--- src/rtl/rxw_pkg.sv ---
package rxw_pkg;
  typedef enum logic [2:0] {
    ST_IDLE,
    ST_RX,
    ST_CHECK,
    ST_PAD,
    ST_HDR
  } rxw_state_e;

  localparam int DA_BYTES  = 6;
  localparam int HDR_BYTES = 4;
  localparam int MIN_LEN   = 60;

  // receive configuration bit positions
  localparam int CFG_ALL   = 4;
  localparam int CFG_GROUP = 3;
  localparam int CFG_BCAST = 2;

  localparam logic [31:0] HASH_POLY  = 32'h04C1_1DB7;
  localparam logic [7:0]  STAT_OK    = 8'h01;
  localparam logic [7:0]  STAT_GROUP = 8'h20;
endpackage

--- src/rtl/rxw_hash.sv ---
module rxw_hash
  import rxw_pkg::*;
(
  input  logic [31:0] crc_in,
  input  logic [7:0]  din,
  output logic [31:0] crc_out
);
  // one byte of the address hash, bits taken LSB first
  always_comb begin
    crc_out = crc_in;
    for (int j = 0; j < 8; j++) begin
      if (crc_out[31] ^ din[j])
        crc_out = {crc_out[30:0], 1'b0} ^ HASH_POLY;
      else
        crc_out = {crc_out[30:0], 1'b0};
    end
  end
endmodule

--- src/rtl/rxw_filter.sv ---
module rxw_filter
  import rxw_pkg::*;
(
  input  logic [7:0]  cfg,
  input  logic [47:0] dst,
  input  logic [47:0] station,
  input  logic [63:0] hash_tbl,
  input  logic [5:0]  hidx,
  output logic        accept,
  output logic        group
);
  logic bcast, uni_hit;
  logic [4:0] unused_cfg;

  assign unused_cfg = {cfg[7:5], cfg[1:0]};
  assign bcast   = &dst;
  assign group   = dst[0];
  assign uni_hit = (dst == station);

  always_comb begin
    if (cfg[CFG_ALL])
      accept = 1'b1;
    else if (bcast)
      accept = cfg[CFG_BCAST];
    else if (group)
      accept = cfg[CFG_GROUP] & hash_tbl[hidx];
    else
      accept = uni_hit;
  end
endmodule

--- src/rtl/rxw_ring.sv ---
module rxw_ring
  import rxw_pkg::*;
#(
  parameter int PW   = 8,
  parameter int LW   = 11,
  parameter int NEED = 1518
) (
  input  logic [PW-1:0] start_pg,
  input  logic [PW-1:0] stop_pg,
  input  logic [PW-1:0] bound_pg,
  input  logic [PW-1:0] cur_pg,
  input  logic [PW-1:0] base_pg,
  input  logic [LW-1:0] len,
  output logic          full,
  output logic [PW-1:0] next_pg
);
  localparam int AW = PW + 8;
  localparam int SW = LW + 1;

  logic [PW-1:0] ring_pg, gap_pg, lead_pg;
  logic [AW:0]   avail_b;
  logic [SW-1:0] span;
  logic [PW:0]   pages, sum, wrapped;
  logic          unused_wrap;

  assign ring_pg = stop_pg - start_pg;
  assign gap_pg  = cur_pg - bound_pg;
  assign lead_pg = bound_pg - cur_pg;

  // free space in bytes ahead of the current page
  always_comb begin
    if (cur_pg < bound_pg)
      avail_b = {1'b0, lead_pg, 8'h00};
    else
      avail_b = {1'b0, ring_pg, 8'h00} - {1'b0, gap_pg, 8'h00};
  end
  assign full = avail_b < (AW+1)'(NEED);

  // pages used by header, data and trailing allowance, rounded up
  assign span    = SW'(len) + SW'(2*HDR_BYTES + 255);
  assign pages   = (PW+1)'(span >> 8);
  assign sum     = {1'b0, base_pg} + pages;
  assign wrapped = (sum >= {1'b0, stop_pg}) ? (sum - {1'b0, ring_pg}) : sum;
  assign next_pg = wrapped[PW-1:0];
  assign unused_wrap = wrapped[PW];
endmodule

--- src/rtl/rx_ring_writer.sv ---
module rx_ring_writer
  import rxw_pkg::*;
#(
  parameter int PW      = 8,
  parameter int MAX_LEN = 1514,
  parameter int NEED    = 1518
) (
  input  logic           clk,
  input  logic           rst_n,
  input  logic           s_valid,
  output logic           s_ready,
  input  logic [7:0]     s_data,
  input  logic           s_sop,
  input  logic           s_eop,
  input  logic           rx_stopped,
  input  logic [PW-1:0]  pg_start,
  input  logic [PW-1:0]  pg_stop,
  input  logic [PW-1:0]  pg_bound,
  input  logic [PW-1:0]  pg_cur,
  input  logic [7:0]     rx_cfg,
  input  logic [47:0]    station_addr,
  input  logic [63:0]    hash_tbl,
  output logic           wr_en,
  output logic [PW+7:0]  wr_addr,
  output logic [7:0]     wr_data,
  output logic [PW-1:0]  cur_next,
  output logic [7:0]     rx_status,
  output logic           rx_done
);
  localparam int AW = PW + 8;
  localparam int LW = $clog2(MAX_LEN + HDR_BYTES + 1);

  rxw_state_e    state;
  logic [PW-1:0] base;
  logic [AW-1:0] ptr;
  logic [LW-1:0] len;
  logic          drop;
  logic [47:0]   dst;
  logic [31:0]   crc;
  logic [1:0]    hdr_i;

  logic          beat, first, take, in_da, drop_now;
  logic          ring_full, accept, group;
  logic [LW-1:0] len_now, total;
  logic [AW-1:0] addr_now, addr_inc, adv;
  logic [31:0]   hash_in, hash_out;
  logic [PW-1:0] next_pg;
  logic [7:0]    stat, hdr_byte;
  logic [25:0]   unused_crc;

  assign s_ready  = (state == ST_IDLE) || (state == ST_RX);
  assign beat     = s_valid & s_ready;
  assign first    = beat & (state == ST_IDLE) & s_sop;
  assign take     = first | (beat & (state == ST_RX));
  assign len_now  = first ? LW'(1)
                  : ((len == LW'(MAX_LEN)) ? len : len + LW'(1));
  assign drop_now = first ? (rx_stopped | ring_full)
                  : (drop | (len == LW'(MAX_LEN)));
  assign in_da    = len_now <= LW'(DA_BYTES);
  assign addr_now = (state == ST_IDLE) ? {pg_cur, 8'(HDR_BYTES)} : ptr;
  assign addr_inc = addr_now + AW'(1);
  assign adv      = (addr_inc == {pg_stop, 8'h00}) ? {pg_start, 8'h00} : addr_inc;
  assign hash_in  = first ? '1 : crc;
  assign total    = len + LW'(HDR_BYTES);
  assign stat     = STAT_OK | (group ? STAT_GROUP : 8'h00);
  assign unused_crc = crc[25:0];

  always_comb begin
    case (hdr_i)
      2'd0:    hdr_byte = stat;
      2'd1:    hdr_byte = 8'(next_pg);
      2'd2:    hdr_byte = total[7:0];
      default: hdr_byte = 8'(total >> 8);
    endcase
  end

  rxw_hash u_hash (
    .crc_in  (hash_in),
    .din     (s_data),
    .crc_out (hash_out)
  );

  rxw_filter u_filter (
    .cfg      (rx_cfg),
    .dst      (dst),
    .station  (station_addr),
    .hash_tbl (hash_tbl),
    .hidx     (crc[31:26]),
    .accept   (accept),
    .group    (group)
  );

  rxw_ring #(.PW(PW), .LW(LW), .NEED(NEED)) u_ring (
    .start_pg (pg_start),
    .stop_pg  (pg_stop),
    .bound_pg (pg_bound),
    .cur_pg   (pg_cur),
    .base_pg  (base),
    .len      (len),
    .full     (ring_full),
    .next_pg  (next_pg)
  );

  always_ff @(posedge clk or negedge rst_n) begin
    if (!rst_n) begin
      state     <= ST_IDLE;
      base      <= '0;
      ptr       <= '0;
      len       <= '0;
      drop      <= 1'b0;
      dst       <= '0;
      crc       <= '1;
      hdr_i     <= '0;
      wr_en     <= 1'b0;
      wr_addr   <= '0;
      wr_data   <= '0;
      cur_next  <= '0;
      rx_status <= '0;
      rx_done   <= 1'b0;
    end else begin
      wr_en   <= 1'b0;
      rx_done <= 1'b0;
      if (take) begin
        if (first) base <= pg_cur;
        wr_en   <= ~drop_now;
        wr_addr <= addr_now;
        wr_data <= s_data;
        ptr     <= adv;
        len     <= len_now;
        drop    <= drop_now;
        if (in_da) begin
          crc <= hash_out;
          dst <= {s_data, dst[47:8]};
        end
        state <= s_eop ? ST_CHECK : ST_RX;
      end else begin
        case (state)
          ST_CHECK: begin
            hdr_i <= '0;
            if (drop || (len < LW'(DA_BYTES)) || !accept)
              state <= ST_IDLE;
            else if (len < LW'(MIN_LEN))
              state <= ST_PAD;
            else
              state <= ST_HDR;
          end
          ST_PAD: begin
            wr_en   <= 1'b1;
            wr_addr <= ptr;
            wr_data <= 8'h00;
            ptr     <= adv;
            len     <= len + LW'(1);
            if (len + LW'(1) == LW'(MIN_LEN)) state <= ST_HDR;
          end
          ST_HDR: begin
            wr_en   <= 1'b1;
            wr_addr <= {base, 8'(hdr_i)};
            wr_data <= hdr_byte;
            hdr_i   <= hdr_i + 2'd1;
            if (hdr_i == 2'd3) begin
              cur_next  <= next_pg;
              rx_status <= stat;
              rx_done   <= 1'b1;
              state     <= ST_IDLE;
            end
          end
          default: ;
        endcase
      end
    end
  end

  // the block refuses input on the cycle before it commits a frame
  a_r1_holdoff: assert property (@(posedge clk) disable iff (!rst_n)
    rx_done |-> $past(!s_ready));

  // a frame started while stopped writes nothing on the following cycle
  a_r2_stopped_silent: assert property (@(posedge clk) disable iff (!rst_n)
    (state == ST_IDLE && s_valid && s_sop && rx_stopped) |=> !wr_en);

  // every write lands inside the ring
  a_r9_write_in_ring: assert property (@(posedge clk) disable iff (!rst_n)
    wr_en |-> (wr_addr >= {pg_start, 8'h00}) && (wr_addr < {pg_stop, 8'h00}));

  // done is a single-cycle pulse
  a_r12_done_pulse: assert property (@(posedge clk) disable iff (!rst_n)
    rx_done |=> !rx_done);

  // only the two legal status codes are reported
  a_r12_status_code: assert property (@(posedge clk) disable iff (!rst_n)
    rx_done |-> (rx_status == 8'h01) || (rx_status == 8'h21));
endmodule

--- config.mk ---
export PLATFORM = sky130hd
export DESIGN_NAME = rx_ring_writer
export DESIGN_NICKNAME = d
export VERILOG_FILES = /design/src/rtl/rxw_pkg.sv /design/src/rtl/rxw_hash.sv /design/src/rtl/rxw_filter.sv /design/src/rtl/rxw_ring.sv /design/src/rtl/rx_ring_writer.sv
export SDC_FILE = /design/constraint.sdc
export NUM_CORES = 1
export LEC_CHECK = 0
export ABC_AREA = 1
export BUFFER_PORTS_ARGS = -buffer_cell sky130_fd_sc_hd__buf_2
export CAP_MARGIN = 20
export CORE_ASPECT_RATIO = 1.5
export CORE_MARGIN = 2
export CORE_UTILIZATION = 50
export CTS_CLUSTER_SIZE = 8
export DETAILED_ROUTE_END_ITERATION = 8
export PLACE_DENSITY = 0.79
export SYNTH_ARGS = -nofsm -noshare
export SYNTH_HDL_FRONTEND = slang
export SYNTH_SLANG_ARGS = --single-unit
--- constraint.sdc ---
create_clock -name clk -period 5.6 [get_ports clk]
set_clock_uncertainty 0.1 [all_clocks]
set_input_delay 0.56 -clock clk [delete_from_list [all_inputs] [get_ports clk]]
set_output_delay 0.56 -clock clk [all_outputs]
set_load 0.1 [all_outputs]
# After elaboration in Yosys (flattened, before gate mapping)
# Cells that the tools add are included.
# Widths: inputs -> output; s select.
[word_totals]
regBits = 163
out_inout_bits = 43
[classes]
reduce_logical = 17
magnitude_cmp = 7
eq_ne = 13
bitwise_logic = 26
muxes = 44
addsub = 11
[ops]
columns = ["operator", "count"]
rows = [
  ["$mux 27", 8],
  ["$not 14->14", 8],
  ["$mux 16", 5],
  ["$eq 48x48->1", 1],
  ["$reduce_and 48->1", 1],
  ["$mux 11", 4],
  ["$mux 32", 1],
  ["$pmux 16 s2", 1],
  ["$sub 8x8->8", 4],
  ["$pmux 8 s3", 1],
  ["$lt 17x11->1 const B", 1],
  ["$mux 17", 1],
  ["$sub 16x16->17", 1],
  ["$add 16x1->16 const B", 1],
  ["$eq 16x16->1", 1],
  ["$mux 8", 2],
  ["$pmux 8 s2", 1],
  ["$mux 3", 5],
  ["$add 11x9->12 const B", 1],
  ["$add 11x1->11 const B", 1],
  ["$add 11x3->11 const B", 1],
  ["$eq 11x11->1 const B", 1],
  ["$eq 11x6->1 const B", 1],
  ["$le 11x3->1 const B", 1],
  ["other kinds (33)", 65],
]

# Logic depth before layout (Yosys ltp)
[depth]
depth_word = 22
mapped_depth = 27
mapped_depth_nobuf = 27

# Modules after synthesis
# From an unflattened synthesis, not the netlist that was laid out.
[unflattened]
hier_cells = 2024
area_unflattened_um2 = 13639.3
[by_module_without_submodules]
columns = ["module", "cells_each", "n_inst", "seq_area_each_um2", "area_each_um2"]
rows = [
  ["rx_ring_writer", 1047, 1, 3968.8, 8249.2],
  ["rxw_ring", 435, 1, 0.0, 2606.2],
  ["rxw_filter", 328, 1, 0.0, 1546.5],
  ["rxw_hash", 214, 1, 0.0, 1237.4],
]

# Worst setup path after synthesis
# No wires, ideal clock.
[synth_timing]
path_type = "register to register"
start = "reg len[2]"
end = "reg wr_data[2]"
n_path_buf = 1
arrival_time_ns = 3.864
setup_time_ns = 0.134
slack_ns = 1.502
synth_period_minus_slack_ns = 4.098
required_time_ns = 5.366
stages_incl_launch_ff = 25
path_cell_list = "dfrtp_1 ha_1 nand2_1 nor2_1 a31oi_1 xor2_1 ha_1 inv_1 fa_1 o21ai_0 xor2_1 inv_1 ha_1 nand4_1 nor2_1 nor2_1 o21ai_0 nand2_1 o211ai_1 clkbuf_1 nand2_1 o21ai_0 o21ai_0 nand2_1 o211ai_1"
[synth_between]
elab_chain_cells = 7
elab_cells_between_ends = 9
classes_between = "add/sub (4); order compare (1); mux (4)"
[synth_lines]
columns = ["element", "line", "source"]
rows = [
  ["start, declared", "rx_ring_writer.sv:36", "logic [LW-1:0] len;"],
  ["start signal, assigned", "rx_ring_writer.sv:129", "len <= len_now;"],
  ["start signal, assigned", "rx_ring_writer.sv:152", "len <= len + LW'(1);"],
  ["$add 11x9->12", "rxw_ring.sv:40", "assign span = SW'(len) + SW'(2*HDR_BYTES + 255);"],
  ["$add 8x4->9", "rxw_ring.sv:42", "assign sum = {1'b0, base_pg} + pages;"],
  ["$sub 8x8->8 / $ge 9x8->1 (equally long branches)", "rxw_ring.sv:43", "assign wrapped = (sum >= {1'b0, stop_pg}) ? (sum - {1'b0, ring_pg}) : sum;"],
  ["$mux 8", "rxw_ring.sv:43", ""],
  ["$pmux 8 s3 *", "rx_ring_writer.sv:69", "case (hdr_i)"],
  ["$pmux 8 s2 *", "rx_ring_writer.sv:137", "case (state)"],
  ["$mux 8 *", "rx_ring_writer.sv:123", "if (take) begin"],
  ["end signal, assigned", "rx_ring_writer.sv:127", "wr_data <= s_data;"],
  ["end signal, assigned", "rx_ring_writer.sv:158", "wr_data <= hdr_byte;"],
  ["end, declared", "rx_ring_writer.sv:25", "output logic [7:0] wr_data,"],
]
# Every way passes the cells marked *; elsewhere a longest branch is shown, timed or not.
# A chain may end at the register's enable or synchronous reset.

# Worst setup path in the final report
[layout_timing]
start = "reg len[2]"
end = "reg wr_data[7]"
# The elaborated chain is that of the path after synthesis.

==> flow_metrics.tcl <==
set metrics [dict create \
    cts-resized-gates 0 \
    slew-limit-headroom_pct 26.5 \
    ys_types 59 \
    final_cell_mix "sky130_fd_sc_hd__nand2_1 (508), sky130_fd_sc_hd__inv_1 (214), sky130_fd_sc_hd__buf_2 (196), sky130_fd_sc_hd__o21ai_0 (139), sky130_fd_sc_hd__nand3_1 (133)" \
    postLayoutCoreUtil_pct 57.9 \
    maxCapViolations 0 \
    crit_path_end_kind "flip-flop" \
    layout-drive-gt1-share_pct 17.2 \
    synthToLayoutAreaGrowth_pct 14.4 \
    cts_num_sinks 157 \
    die-height_um 196 \
    setup.reg_to_reg.worst_slack_ps 680 \
    synth.ff_latch_count 157 \
    wirelength_um 37500 \
    grt.overflow.total 0 \
    half_perimeter_wire_length_of_the_detailed_placement_result_um 29300 \
    final_cell_count_no_fill 2228 \
    fmaxAchievable_ghz 0.203 \
    synthTopCellsByArea "sky130_fd_sc_hd__dfrtp_1 (26%), sky130_fd_sc_hd__nand2_1 (16%), sky130_fd_sc_hd__dfstp_2 (6.9%), sky130_fd_sc_hd__inv_1 (6.6%), sky130_fd_sc_hd__ha_1 (5.9%)" \
    final.setup.tns_ps 0 \
    hp-class "input pin to async pin" \
    netSwitchingPower_uw 4390 \
    sequential_share_of_power_pct 25.8 \
    design_area_sq_um 14000 \
    placedInstanceArea_sq_um 13400 \
    ioPinCount 209 \
    power_density_nw_per_um2 594 \
    synthCells 1724 \
    total_leakage_power_uw 0.00718 \
    cp-start-kind "flip-flop" \
    worst-slew-pin-transition_ps 1100 \
    setup_viol 0 \
    path_clk_slew_ps 70 \
    first_pass_iters 5 \
    pwr-share-comb_pct 60.5 \
    max-clock-path-buffers 2 \
    number_of_failing_hold_endpoints_at_the_final_stage 0 \
    finalPower_uw 8300 \
    drt-wirelength-per-cell_um 16.8 \
    cts_hold_buf 0 \
    most_common_cell_after_layout_fill_and_taps_aside "sky130_fd_sc_hd__nand2_1" \
    routed-via-count 12000 \
    arrival_ps 5200 \
    rows 70 \
    root_buffer "sky130_fd_sc_hd__clkbuf_16" \
    switching_share_pct 52.9 \
    initial_core_utilization_pct 50.6 \
    post_cts_buffers 0 \
    power.share.clock_pct 13.7 \
    antenna_violating_nets_post_route 0 \
    die_width_um 132 \
    clk-insertion-delay-late_ps 430 \
    antenna_found_initial 0 \
    synth_ff_type "sky130_fd_sc_hd__dfrtp_1" \
    place.detailed.instances 2195 \
    run_status "finished, final reports clean" \
    viasPerCell 5.40 \
    core_area_sq_um 24200 \
    criticalPathCategory "flip-flop to flip-flop" \
    synth.yosys.warnings 0 \
    drc 0 \
    cts_inserted_buffers 17 \
    grt_pass1_vias 11800 \
    netlist_area_sq_um 12200 \
    seq_area_frac_synth_pct 32.5 \
    synth_edf_count 0 \
    gp_congestion 0.937 \
    final.period_utilization_pct 87.9 \
    grt_first_pass_wirelength_um 59400 \
    io_buffer_count 197 \
    maxSlewViolCount 0 \
    async_reset_ff_share_pct 100 \
    die_footprint_sq_um 25700 \
    syn-mean-instance-area_sq_um 7.09 \
    initialDrtViolationCount 877 \
    maximum_number_of_pins_on_one_net_before_global_route_repair 126 \
    clock_tree_from_tritoncts "yes" \
    critical_path_peak_fanout 15 \
    finalNetCount 2121 \
    finalCriticalPeriod_ps 4920 \
    htreeDepth 4 \
    rsz0062_at_grt "false" \
    global_route.usage.total_pct 29.3 \
    antenna_cells_inserted 0 \
    synth_top_area_share_pct 25.6 \
    required_time_of_the_critical_path_ps 5880 \
    synth_top_cell_by_area "sky130_fd_sc_hd__dfrtp_1" \
    num-fill-cells 2307 \
    internal_power_uw 3910 \
    irDropWorstVdd_uv 398 \
]
==> layer usage <==
metal | part of all wire, % | vias up | track usage, % | wire [um]
met2 | 52 | 459 | 54.6 | 19400
met4 | 4.5 | 0 | 14.7 | 1680
met3 | 5.7 | 92 | 4.02 | 2150
li1 | - | 5913 | - | -
met5 | 0 | - | 0 | 0
met1 | 38 | 5568 | 32.3 | 14300
==> power by group through the flow <==
stage | Clock (uW) | Combinational (uW) | Sequential (uW)
5_1_grt | 1190 | 5570 | 2200
4_1_cts | 1140 | 4990 | 2130
3_3_place_gp | 0 | 4850 | 2130
3_5_place_dp | 0 | 4960 | 2140
6_report | 1130 | 5030 | 2140
2_1_floorplan | 0 | 3370 | 2550
==> layout make-up <==
| cell class | count | area, sq um | share of cell area [%] |
|---|---|---|---|
| Sequential cell | 157 | 3970 | 28.4 |
| Tap cell | 324 | 405 | 2.90 |
| Multi-Input combinational cell | 1288 | 7150 | 51.1 |
| Clock buffer | 21 | 460 | 3.29 |
| Timing Repair Buffer | 202 | 1050 | 7.50 |
| Inverter | 225 | 845 | 6.04 |
| Clock inverter | 11 | 108 | 0.769 |
==> cell families after synthesis <==
group           after synthesis  synth area share [%]
xor+xnor                    109                  8.97
fa+ha+maj                    64                  6.92
buf+inv                     284                  9.27
compound gates              280                  12.9
other cells                   1                0.0307
flops                       157                  32.5
simple gates                829                  29.5
==> cell usage after synthesis, drive strengths merged, types with 9 or more instances <==
master and number:
nand2 518, inv 220, o21ai 158, nand3 136
dfrtp 125, nor2 85, xor2 75, ha 58
a21oi 55, clkbuf 39, nand4 39, xnor2 33
dfstp 32, or2 28, buf 20, nor3 15
o211ai 12, o22ai 11, a31oi 9
==> worst paths after layout <==
check | start | to | cells past startpoint
min in group clk | s_data[5] | wr_data[5] | 3
worst max-delay path | len[2] | wr_data[7] | 24
worst max register to register | len[2] | wr_data[7] | 24
max in group asynchronous | rst_n | dst[7] | 2
worst min-delay path | rst_n | rx_status[0] | 1
worst min register to register | rx_status[0] | rx_status[0] | 1
==> sequential cells by signal, summed over array words and instances, names as in the netlist <==
name	flops
state	3
ptr	16
wr_addr	16
rx_done	1
base	8
wr_en	1
hdr_i	2
wr_data	8
cur_next	8
rx_status	2
dst	48
drop	1
len	11
crc	32
==> worst max-delay path: stages (launching register included) <==
cell and delay (ps):
sky130_fd_sc_hd__dfrtp_1 470, sky130_fd_sc_hd__ha_1 270, sky130_fd_sc_hd__nand2_1 140, sky130_fd_sc_hd__nor2_1 100, sky130_fd_sc_hd__a31oi_1 240, sky130_fd_sc_hd__xor2_1 190, sky130_fd_sc_hd__ha_1 190, sky130_fd_sc_hd__inv_1 50
sky130_fd_sc_hd__fa_1 400, sky130_fd_sc_hd__o21ai_0 410, sky130_fd_sc_hd__xor2_1 180, sky130_fd_sc_hd__inv_1 110, sky130_fd_sc_hd__ha_1 330, sky130_fd_sc_hd__nand4_1 130, sky130_fd_sc_hd__nor2_1 100, sky130_fd_sc_hd__nor2_1 50
sky130_fd_sc_hd__o21ai_0 150, sky130_fd_sc_hd__nand2_1 80, sky130_fd_sc_hd__o211ai_1 410, sky130_fd_sc_hd__nand3_1 200, sky130_fd_sc_hd__xor2_1 300, sky130_fd_sc_hd__nand2_1 80, sky130_fd_sc_hd__nand2_1 70, sky130_fd_sc_hd__nand2_1 60
sky130_fd_sc_hd__nand2_1 70
==> stage by stage <==
stage,setup slack (ps),hold WS (ps)
floorplan,1500,164
global placement,814,348
detailed placement,746,356
CTS,731,198
global route,191,215
finish,680,95.4
No activity file was read; power rests on OpenSTA's default activity.
